`src/rtl/lsn_pkg.sv`:
```
package lsn_pkg;

  typedef enum logic [1:0] {
    OP_PASS     = 2'd0,
    OP_BCAST    = 2'd1,
    OP_GROUP    = 2'd2,
    OP_PASS_ALT = 2'd3
  } lsn_op_e;

endpackage

```
`src/rtl/lsn_ctrl.sv`:
```
module lsn_ctrl #(
  parameter int LATENCY = 8,
  parameter int CW      = 3
) (
  input  logic          clk,
  input  logic          rst,
  input  logic          start,
  output logic          load,
  output logic          shift,
  output logic          commit,
  output logic          busy,
  output logic [CW-1:0] step,
  output logic          done
);

  assign load   = start && !busy;
  assign shift  = busy;
  assign commit = busy && (step == CW'(LATENCY - 1));

  always_ff @(posedge clk) begin
    if (rst) begin
      busy <= 1'b0;
      step <= '0;
      done <= 1'b0;
    end else begin
      done <= commit;
      if (load) begin
        busy <= 1'b1;
        step <= '0;
      end else if (commit) begin
        busy <= 1'b0;
      end else if (busy) begin
        step <= step + 1'b1;
      end
    end
  end

  AST_DONE_PULSE: assert property (@(posedge clk) disable iff (rst)
    done |=> !done);

  AST_DONE_ENDS_BUSY: assert property (@(posedge clk) disable iff (rst)
    done |-> (!busy && $past(busy)));

  AST_START_IGNORED_BUSY: assert property (@(posedge clk) disable iff (rst)
    (busy && !commit) |=> (busy && step == $past(step) + 1'b1));

endmodule

```
`src/rtl/lsn_lane.sv`:
```
module lsn_lane
  import lsn_pkg::*;
#(
  parameter int LANES = 4,
  parameter int WIDTH = 16,
  parameter int IDX   = 0,
  parameter int CW    = 3,
  parameter int LW    = 2
) (
  input  logic               clk,
  input  logic               rst,
  input  logic               load,
  input  logic               shift,
  input  logic [CW-1:0]      step,
  input  lsn_op_e            op,
  input  logic [LW-1:0]      src,
  input  logic [2*WIDTH-1:0] own_pair,
  input  logic [2*WIDTH-1:0] from_lower,
  input  logic [2*WIDTH-1:0] from_upper,
  output logic [2*WIDTH-1:0] rgt_q,
  output logic [2*WIDTH-1:0] lft_q,
  output logic [2*WIDTH-1:0] cap_q
);

  localparam int G_LO    = 2 * IDX;
  localparam int G_HI    = 2 * IDX + 1;
  localparam int LANE_LO = G_LO % LANES;
  localparam int LANE_HI = G_HI % LANES;
  localparam int SLOT_LO = G_LO / LANES;
  localparam int SLOT_HI = G_HI / LANES;
  localparam int DIST_LO = LANE_LO - IDX;
  localparam int DIST_HI = LANE_HI - IDX;

  logic [WIDTH-1:0] nxt_lo, nxt_hi;

  always_comb begin
    int s;
    int d_bc;
    s      = int'(step);
    d_bc   = int'(src) - IDX;
    nxt_lo = cap_q[WIDTH-1:0];
    nxt_hi = cap_q[2*WIDTH-1:WIDTH];
    case (op)
      OP_BCAST: begin
        if (d_bc >= 0 && s == d_bc) begin
          nxt_lo = lft_q[WIDTH-1:0];
          nxt_hi = lft_q[2*WIDTH-1:WIDTH];
        end else if (d_bc < 0 && s == -d_bc) begin
          nxt_lo = rgt_q[WIDTH-1:0];
          nxt_hi = rgt_q[2*WIDTH-1:WIDTH];
        end
      end
      OP_GROUP: begin
        if (DIST_LO >= 0 && s == DIST_LO)
          nxt_lo = lft_q[SLOT_LO*WIDTH +: WIDTH];
        else if (DIST_LO < 0 && s == -DIST_LO)
          nxt_lo = rgt_q[SLOT_LO*WIDTH +: WIDTH];
        if (DIST_HI >= 0 && s == DIST_HI)
          nxt_hi = lft_q[SLOT_HI*WIDTH +: WIDTH];
        else if (DIST_HI < 0 && s == -DIST_HI)
          nxt_hi = rgt_q[SLOT_HI*WIDTH +: WIDTH];
      end
      default: begin
        if (s == 0) begin
          nxt_lo = lft_q[WIDTH-1:0];
          nxt_hi = lft_q[2*WIDTH-1:WIDTH];
        end
      end
    endcase
  end

  always_ff @(posedge clk) begin
    if (rst) begin
      rgt_q <= '0;
      lft_q <= '0;
      cap_q <= '0;
    end else if (load) begin
      rgt_q <= own_pair;
      lft_q <= own_pair;
    end else if (shift) begin
      rgt_q <= from_lower;
      lft_q <= from_upper;
      cap_q <= {nxt_hi, nxt_lo};
    end
  end

  AST_CAP_HOLD_IDLE: assert property (@(posedge clk) disable iff (rst)
    !shift |=> $stable(cap_q));

endmodule

```
`src/rtl/lane_shuffle_net.sv`:
```
module lane_shuffle_net
  import lsn_pkg::*;
#(
  parameter int LANES   = 4,
  parameter int WIDTH   = 16,
  parameter int LATENCY = 2 * LANES
) (
  input  logic                       clk,
  input  logic                       rst,
  input  logic                       start,
  input  logic [1:0]                 op,
  input  logic [$clog2(LANES)-1:0]   src_lane,
  input  logic [2*LANES*WIDTH-1:0]   in_data,
  output logic [2*LANES*WIDTH-1:0]   out_data,
  output logic                       done
);

  localparam int LW = $clog2(LANES);
  localparam int CW = $clog2(LATENCY);
  localparam int PW = 2 * WIDTH;

  logic          load, shift, commit, busy;
  logic [CW-1:0] step;
  lsn_op_e       op_q;
  logic [LW-1:0] src_q;

  logic [PW-1:0] rgt [LANES];
  logic [PW-1:0] lft [LANES];
  logic [PW-1:0] cap [LANES];
  logic [PW-1:0] lo_in [LANES];
  logic [PW-1:0] hi_in [LANES];

  lsn_ctrl #(.LATENCY(LATENCY), .CW(CW)) u_ctrl (
    .clk(clk), .rst(rst), .start(start), .load(load), .shift(shift),
    .commit(commit), .busy(busy), .step(step), .done(done)
  );

  always_ff @(posedge clk) begin
    if (rst) begin
      op_q  <= OP_PASS;
      src_q <= '0;
    end else if (load) begin
      op_q  <= lsn_op_e'(op);
      src_q <= src_lane;
    end
  end

  for (genvar g = 0; g < LANES; g++) begin : g_lane
    if (g == 0) begin : g_first
      assign lo_in[g] = '0;
    end else begin : g_mid_lo
      assign lo_in[g] = rgt[g-1];
    end
    if (g == LANES - 1) begin : g_last
      assign hi_in[g] = '0;
    end else begin : g_mid_hi
      assign hi_in[g] = lft[g+1];
    end

    lsn_lane #(.LANES(LANES), .WIDTH(WIDTH), .IDX(g), .CW(CW), .LW(LW)) u_lane (
      .clk(clk), .rst(rst), .load(load), .shift(shift), .step(step),
      .op(op_q), .src(src_q),
      .own_pair({in_data[(g+LANES)*WIDTH +: WIDTH], in_data[g*WIDTH +: WIDTH]}),
      .from_lower(lo_in[g]), .from_upper(hi_in[g]),
      .rgt_q(rgt[g]), .lft_q(lft[g]), .cap_q(cap[g])
    );
  end

  always_ff @(posedge clk) begin
    if (rst) begin
      out_data <= '0;
    end else if (commit) begin
      for (int l = 0; l < LANES; l++) begin
        out_data[l*WIDTH +: WIDTH]         <= cap[l][WIDTH-1:0];
        out_data[(l+LANES)*WIDTH +: WIDTH] <= cap[l][PW-1:WIDTH];
      end
    end
  end

  AST_OUT_HOLD: assert property (@(posedge clk) disable iff (rst)
    !commit |=> $stable(out_data));

  AST_OUT_WITH_DONE: assert property (@(posedge clk) disable iff (rst)
    !$stable(out_data) |-> done);

endmodule

```
`config.mk`:
```
export PLATFORM = sky130hd
export DESIGN_NAME = lane_shuffle_net
export DESIGN_NICKNAME = d
export VERILOG_FILES = /design/src/rtl/lsn_pkg.sv /design/src/rtl/lsn_ctrl.sv /design/src/rtl/lsn_lane.sv /design/src/rtl/lane_shuffle_net.sv
export SDC_FILE = /design/constraint.sdc
export NUM_CORES = 1
export LEC_CHECK = 0
export BUFFER_PORTS_ARGS = -buffer_cell sky130_fd_sc_hd__buf_2
export CORE_UTILIZATION = 45
export CTS_CLUSTER_DIAMETER = 100
export CTS_CLUSTER_SIZE = 14
export DETAILED_ROUTE_END_ITERATION = 10
export GPL_ROUTABILITY_DRIVEN = 0
export PLACE_DENSITY = 0.66
export SLEW_MARGIN = 20
export SYNTH_ARGS = -nofsm -noshare
export SYNTH_HDL_FRONTEND = slang
export SYNTH_HIERARCHICAL = 1
export SYNTH_SLANG_ARGS = --single-unit
```
`constraint.sdc`:
```
create_clock -name clk -period 3.1 [get_ports clk]
set_clock_uncertainty 0.2 [all_clocks]
set_input_delay 0.465 -clock clk [delete_from_list [all_inputs] [get_ports clk]]
set_output_delay 0.465 -clock clk [all_outputs]
set_load 0.01 [all_outputs]
```
==> results of run 1 <==
==> cells in the final DEF (no fill, tap or decap), types with 12 or more instances in the layout <==
| cell type | synthesis | layout |
|---|---|---|
| dfxtp_1 | 521 | 520 |
| buf_2 | 28 | 262 |
| mux2i_1 | 247 | 247 |
| a21oi_1 | 213 | 213 |
| mux2_2 | 198 | 198 |
| o21a_1 | 192 | 192 |
| nor2_1 | 172 | 171 |
| inv_1 | 152 | 152 |
| nand2_1 | 102 | 102 |
| o21ai_0 | 68 | 68 |
| conb_1 | 1 | 64 |
| a21boi_0 | 64 | 64 |
| or3_1 | 49 | 49 |
| clkbuf_16 | 0 | 45 |
| buf_4 | 4 | 44 |
| nand2b_1 | 41 | 41 |
| a211oi_1 | 23 | 23 |
| a22oi_1 | 22 | 22 |
| nor2b_1 | 21 | 21 |
| nor3_1 | 20 | 20 |
| a31o_1 | 17 | 17 |
| a221oi_1 | 17 | 17 |
| ha_1 | 16 | 16 |
| o211ai_1 | 16 | 16 |
| a211oi_2 | 13 | 12 |
==> timing repair <==
item	in CTS	in global routing
setup endpoints to repair	0	5
gates resized for setup	0	5
hold buffers	4	0
endpoints found under the hold margin	4	0
==> layout make-up <==
| class | instances | area [µm²] | area share, % |
|---|---|---|---|
| clock inverter | 1 | 16.3 | 0.0602 |
| clock buffer | 46 | 1130 | 4.18 |
| multi-input combinational | 1652 | 12100 | 44.8 |
| inverter | 152 | 571 | 2.11 |
| timing repair buffer | 321 | 1900 | 7.02 |
| sequential | 521 | 10400 | 38.6 |
| tap | 688 | 861 | 3.19 |
==> sequential cells by signal (all words and copies together), names as in the netlist <==
| register | cells |
|---|---|
| g_lane.u_lane/cap_q | 128 |
| g_lane.u_lane/lft_q | 128 |
| g_lane.u_lane/rgt_q | 128 |
| out_data | 128 |
| u_ctrl/step | 3 |
| op_q | 2 |
| src_q | 2 |
| u_ctrl/busy | 1 |
| u_ctrl/done | 1 |
==> synth_stat cells (28+ instances only) <==
master    count
dfxtp_1     521
mux2i_1     247
a21oi_1     213
mux2_2      198
o21a_1      192
nor2_1      172
inv_1       152
clkbuf_1    129
nand2_1     102
o21ai_0      68
a21boi_0     64
or3_1        49
nand2b_1     41
buf_2        28
==> cell families (layout without fill, tap and decap cells) <==
kind of cell             count (synthesis)  count (layout)  synth area share [%]
AO/OA/AOI/OAI                          688             688                  19.8
XOR/XNOR                                 9               9                 0.470
adder cells (fa/ha/maj)                 16              16                 0.835
buffers and inverters                  350             520                  7.09
flip-flops                             521             521                  43.5
multiplexers                           455             455                  20.2
other                                    1              64                0.0156
AND/OR/NAND/NOR                        420             420                  8.07
==> routing by layer <==
layer / global-route usage, % / wire, µm / part of all wire, % / vias up
li1: - / - / - / 8955
met1: 35.2 / 31600 / 46 / 8773
met2: 39.4 / 31100 / 45 / 585
met3: 3.37 / 4550 / 6.5 / 104
met4: 8.78 / 2170 / 3.1 / 0
met5: 0 / 0 / 0 / -
==> worst max path at each step <==
| stage | slack (ns) | endpoint | start | cells past startpoint |
|---|---|---|---|---|
| 5_1_grt | 0.005 | g_lane[3].u_lane/cap_q[9]$_SDFFE_PP0P_ | src_q[0]$_SDFFE_PP0P_ | 8 |
| 3_5_place_dp | 0.08 | g_lane[3].u_lane/cap_q[3]$_SDFFE_PP0P_ | src_q[0]$_SDFFE_PP0P_ | 8 |
| 3_3_place_gp | 0.16 | g_lane[3].u_lane/cap_q[5]$_SDFFE_PP0P_ | src_q[0]$_SDFFE_PP0P_ | 8 |
| 4_1_cts | 0.05 | g_lane[3].u_lane/cap_q[3]$_SDFFE_PP0P_ | src_q[0]$_SDFFE_PP0P_ | 8 |
| 2_1_floorplan | 0.19 | g_lane[3].u_lane/cap_q[10]$_SDFFE_PP0P_ | src_q[0]$_SDFFE_PP0P_ | 8 |
| 6_report | 0.12 | g_lane[3].u_lane/cap_q[10]$_SDFFE_PP0P_ | src_q[0]$_SDFFE_PP0P_ | 8 |
==> worst max-delay path, stage by stage, from the launching register on <==
cell and delay [ns]:
dfxtp_1 0.59, ha_1 0.32, xor2_1 0.17, buf_4 0.20, o41ai_4 0.30, buf_4 0.28
nand2_1 0.07, a2111oi_0 0.58, a31o_1 0.18
==> through the flow <==
stage	total power, mW	worst slack, ns
2_1_floorplan	8.86	0.192
3_3_place_gp	9.48	0.164
3_5_place_dp	9.55	0.0838
4_1_cts	14.5	0.0540
5_1_grt	15.0	0.00518
6_report	14.4	0.120
==> power groups by stage <==
stage | clock network (mW) | registers (mW) | logic (mW)
after floorplan | 0 | 7.41 | 1.45
after global placement | 0 | 7.63 | 1.85
after detailed placement | 0 | 7.65 | 1.90
after CTS | 5.10 | 7.50 | 1.91
after global routing | 5.32 | 7.54 | 2.09
final | 5.00 | 7.51 | 1.92
==> results.cfg, run 1 <==
[status]
status = complete, no violations

[layout]
syn_to_final_growth_pct = 12.7
layout.nets = 2842
final_area_um2 = 27000
final-instance-count-excl-fill = 3381
fillers = 4871
layout-drive-gt1-share_pct = 22.7
final_util_pct = 51.4
diodes = 0

[floorplanning]
initial_core_util_pct = 45.6
num_io_pins = 264
core_um2 = 52600
rows = 84
die_h_um = 233
die_x_um = 233
die_area_um2 = 54200

[logic_synthesis]
netlist_instances = 2460
synth-seq-cells = 521
synth.area.top_cells = dfxtp_1, mux2i_1, mux2_2
netlist.area_leader.share_pct = 43.5
yosysTopAreaCell = dfxtp_1
ys_seq_area_share_pct = 43.5
synth_ff_type = dfxtp_1
ys_warn_count = 6
ys_types = 62
synthArstFlopShare_pct = 0
synth_area_um2 = 24000
avgSynthCellArea_um2 = 9.75
synth-edff-count = 0

[place]
dp_hpwl_um = 50600
dp_cells = 3330
placed_area_um2 = 25800
portBuffers = 263

[clock_tree]
htreeDepth = 2
post_cts_buffers = 0
cts_tree = yes
cts_buffer_depth = 3
clk_latency_ns = 0.59
root_buffer = clkbuf_16
cts_buffers = 43
cts_sinks = 521
clk_pin_slew_worst_paths_ns = 0.07

[run]
drv_cap = 0

[timing]
slew-limit-headroom_pct = 29.3
max_freq_mhz = 336
post-route-period-util_pct = 96.1
worst_pin_slew_ns = 1.06
rsz0062_at_grt = no
fin_hold_ws_ns = 0.0395
setup_viol = 0
hold_viol_final = 0
slew_violations = 0
fin_tns_setup_ns = 0
min_period_ns = 2.98

[worst_setup_path]
critical_path_class = register to register
reg2reg_depth = 8
startpoint_type = register
cp.required_ns = 3.42
r2r-end = g_lane[3].u_lane/cap_q[10]$_SDFFE_PP0P_
r2r_slack_ns = 0.12
regToRegStartpoint = src_q[0]$_SDFFE_PP0P_
crit_path_end_kind = register
crit_arrival_ns = 3.30
cp_max_fo = 16

[pwr]
cellLeakagePower_nw = 11.0
switchingPower_mw = 3.91
power_switching_share_pct = 27.1
peakVddDrop_v = 0.000351
internal_power_mw = 10.5
power_density_nw_per_um2 = 534
p_seq_share_pct = 52.1
p_clk_share_pct = 34.6
combinationalPowerShare_pct = 13.3

[route]
detail-route-antenna-nets = 0
drc = 0
finalWirelength_um = 69400
dr.first_iter.drc_count = 1642
drtPass1Iterations = 7
wl_per_cell_um = 20.5
num_vias = 18400
via_per_inst = 5.45

[global_route]
antenna_found_initial = 0
grt_max_degree = 129
grtUsageTotal_pct = 25.1
overflow = 0
grt_pass1_wl_um = 103000
grt_pass1_vias = 17500

[worst_hold_path]
hp-class = primary input to register
hold_start = in_data[25]
holdPathStages = 4
worst_hold_path.endpoint = g_lane[1].u_lane/lft_q[9]$_SDFFE_PP0P_
Note: power is estimated with default switching activity, not from simulation.
==> run 2, diff against run 1 <==
--- a/config.mk
+++ b/config.mk
@@ -7,6 +7,7 @@
 export LEC_CHECK = 0
 export BUFFER_PORTS_ARGS = -buffer_cell sky130_fd_sc_hd__buf_2
 export CORE_UTILIZATION = 45
+export CTS_BUF_LIST = sky130_fd_sc_hd__clkbuf_4
 export CTS_CLUSTER_DIAMETER = 100
 export CTS_CLUSTER_SIZE = 14
 export DETAILED_ROUTE_END_ITERATION = 10
==> run 2 against run 1 <==
  * First-iteration DRC count decreased by 0.85%
  * Clock-buffer cell count unchanged
  * Sequential share of layout area decreased by 0.73 points
  * Via count increased by 2.9%
  * Design area increased by 1.9%
  * Sequential power about the same
  * Cell count increased by 3.9%
  * Register-to-register slack improved by 0.05 ns
  * Total power decreased by 14%
  * Die area unchanged
  * Critical path depth unchanged
  * Largest power group unchanged
==> results.cfg, run 2 (synthesis gave the netlist of run 1 again) <==
[status]
status = complete, no violations

[timing]
hold_viol_final = 0
min_period_ns = 2.93
setup_viol = 0
max_freq_mhz = 342
post-route-period-util_pct = 94.4
rsz0062_at_grt = no
slew-limit-headroom_pct = 29.1
fin_tns_setup_ns = 0
fin_hold_ws_ns = 0.239
fin_ws_ns = 0.174
worst_pin_slew_ns = 1.06
slew_violations = 0

[worst_hold_path]
hp-class = primary input to register
hold_start = src_lane[1]

[route]
num_vias = 19000
drc = 0
via_per_inst = 5.40
detail-route-antenna-nets = 0
drtPass1Iterations = 5
finalWirelength_um = 70800
wl_per_cell_um = 20.2
dr.first_iter.drc_count = 1628

[clock_tree]
htreeDepth = 2
cts_sinks = 521
clk_latency_ns = 0.85
clk_pin_slew_worst_paths_ns = 0.17
cts_tree = yes
cts_buffers = 43
root_buffer = clkbuf_4
cts_buffer_depth = 3

[pwr]
peakVddDrop_v = 0.000235
power_density_nw_per_um2 = 450
power.total_mw = 12.4
cellLeakagePower_nw = 11.2

[global_route]
grt_max_degree = 129
overflow = 0
antenna_found_initial = 1
grtUsageTotal_pct = 25.4
grt_pass1_vias = 18000
grt_pass1_wl_um = 105000

[floorplanning]
core_um2 = 52600
num_io_pins = 264
die_area_um2 = 54200
die_x_um = 233
rows = 84
die_h_um = 233
initial_core_util_pct = 45.6

[place]
dp_hpwl_um = 50600
pre_cts_slack_ns = 0.0838
placed_area_um2 = 25800
portBuffers = 263
dp_cells = 3330

[worst_setup_path]
critical_path_class = register to register
startpoint_type = register
crit_path_end_kind = register
cp.required_ns = 3.68
crit_path_start = src_q[1]$_SDFFE_PP0P_
regToRegStartpoint = src_q[1]$_SDFFE_PP0P_
cp_max_fo = 16
crit_arrival_ns = 3.50

[layout]
final_util_pct = 52.4
final-instance-count-excl-fill = 3513
fillers = 4808
layout-drive-gt1-share_pct = 21.7
final_area_um2 = 27500
layout.nets = 2972
syn_to_final_growth_pct = 14.8
layout_common_cells = dfxtp_1, buf_2, mux2i_1
final_common_cell = dfxtp_1

[run]
drv_cap = 0
## run 2: cell types whose count changed in the layout (fill, tap and decap cells not counted), sizes merged
cell / change
dlygate4sd3: +130
diode: +2
## run 2: worst paths after layout
kind	to	slack [ns]	cells past startpoint
worst max-delay path	g_lane[3].u_lane/cap_q[9]$_SDFFE_PP0P_	0.17	8
worst min-delay path	src_q[1]$_SDFFE_PP0P_	0.24	4
worst max register to register	g_lane[3].u_lane/cap_q[9]$_SDFFE_PP0P_	0.17	8
worst min register to register	g_lane[0].u_lane/cap_q[4]$_SDFFE_PP0P_	0.29	2
## run 2: cell type report
cell class                 instances  area [µm²]  area share [%]
multi-input combinational       1652       12100            44.0
tap                              688         861            3.13
clock inverter                     1        16.3          0.0591
antenna                            2        5.00          0.0182
sequential                       521       10400            37.9
inverter                         152         571            2.07
clock buffer                      46         345            1.25
timing repair buffer             451        3200            11.6
## run 2: critical path, stage by stage, from the launching register on
cell       delay (ns)
dfxtp_1          0.56
ha_1             0.31
xor2_1           0.17
buf_4            0.21
o41ai_4          0.30
buf_4            0.28
nand2_1          0.07
a2111oi_0        0.57
a31o_1           0.17
## run 2: what timing repair did
item,CTS,global route
setup endpoints to repair,0,8
hold endpoints to repair,291,0
gates resized for setup,0,5
buffers inserted,0,0
hold buffers,134,0
## run 2: power by group
group | internal [mW] | total [mW] | switching [mW]
Clock | 0.694 | 2.83 | 2.13
Sequential | 7.08 | 7.51 | 0.438
Combinational | 0.978 | 2.05 | 1.07
Total | 8.75 | 12.4 | 3.64
## run 2: per-layer routing
| metal | global-route usage (%) | share of wire (%) | vias up |
|---|---|---|---|
| met3 | 2.79 | 5.4 | 78 |
| met4 | 8.01 | 2.7 | 0 |
| met5 | 0 | 0 | - |
| met2 | 40.7 | 46 | 580 |
| li1 | - | - | 9235 |
| met1 | 35.7 | 46 | 9063 |
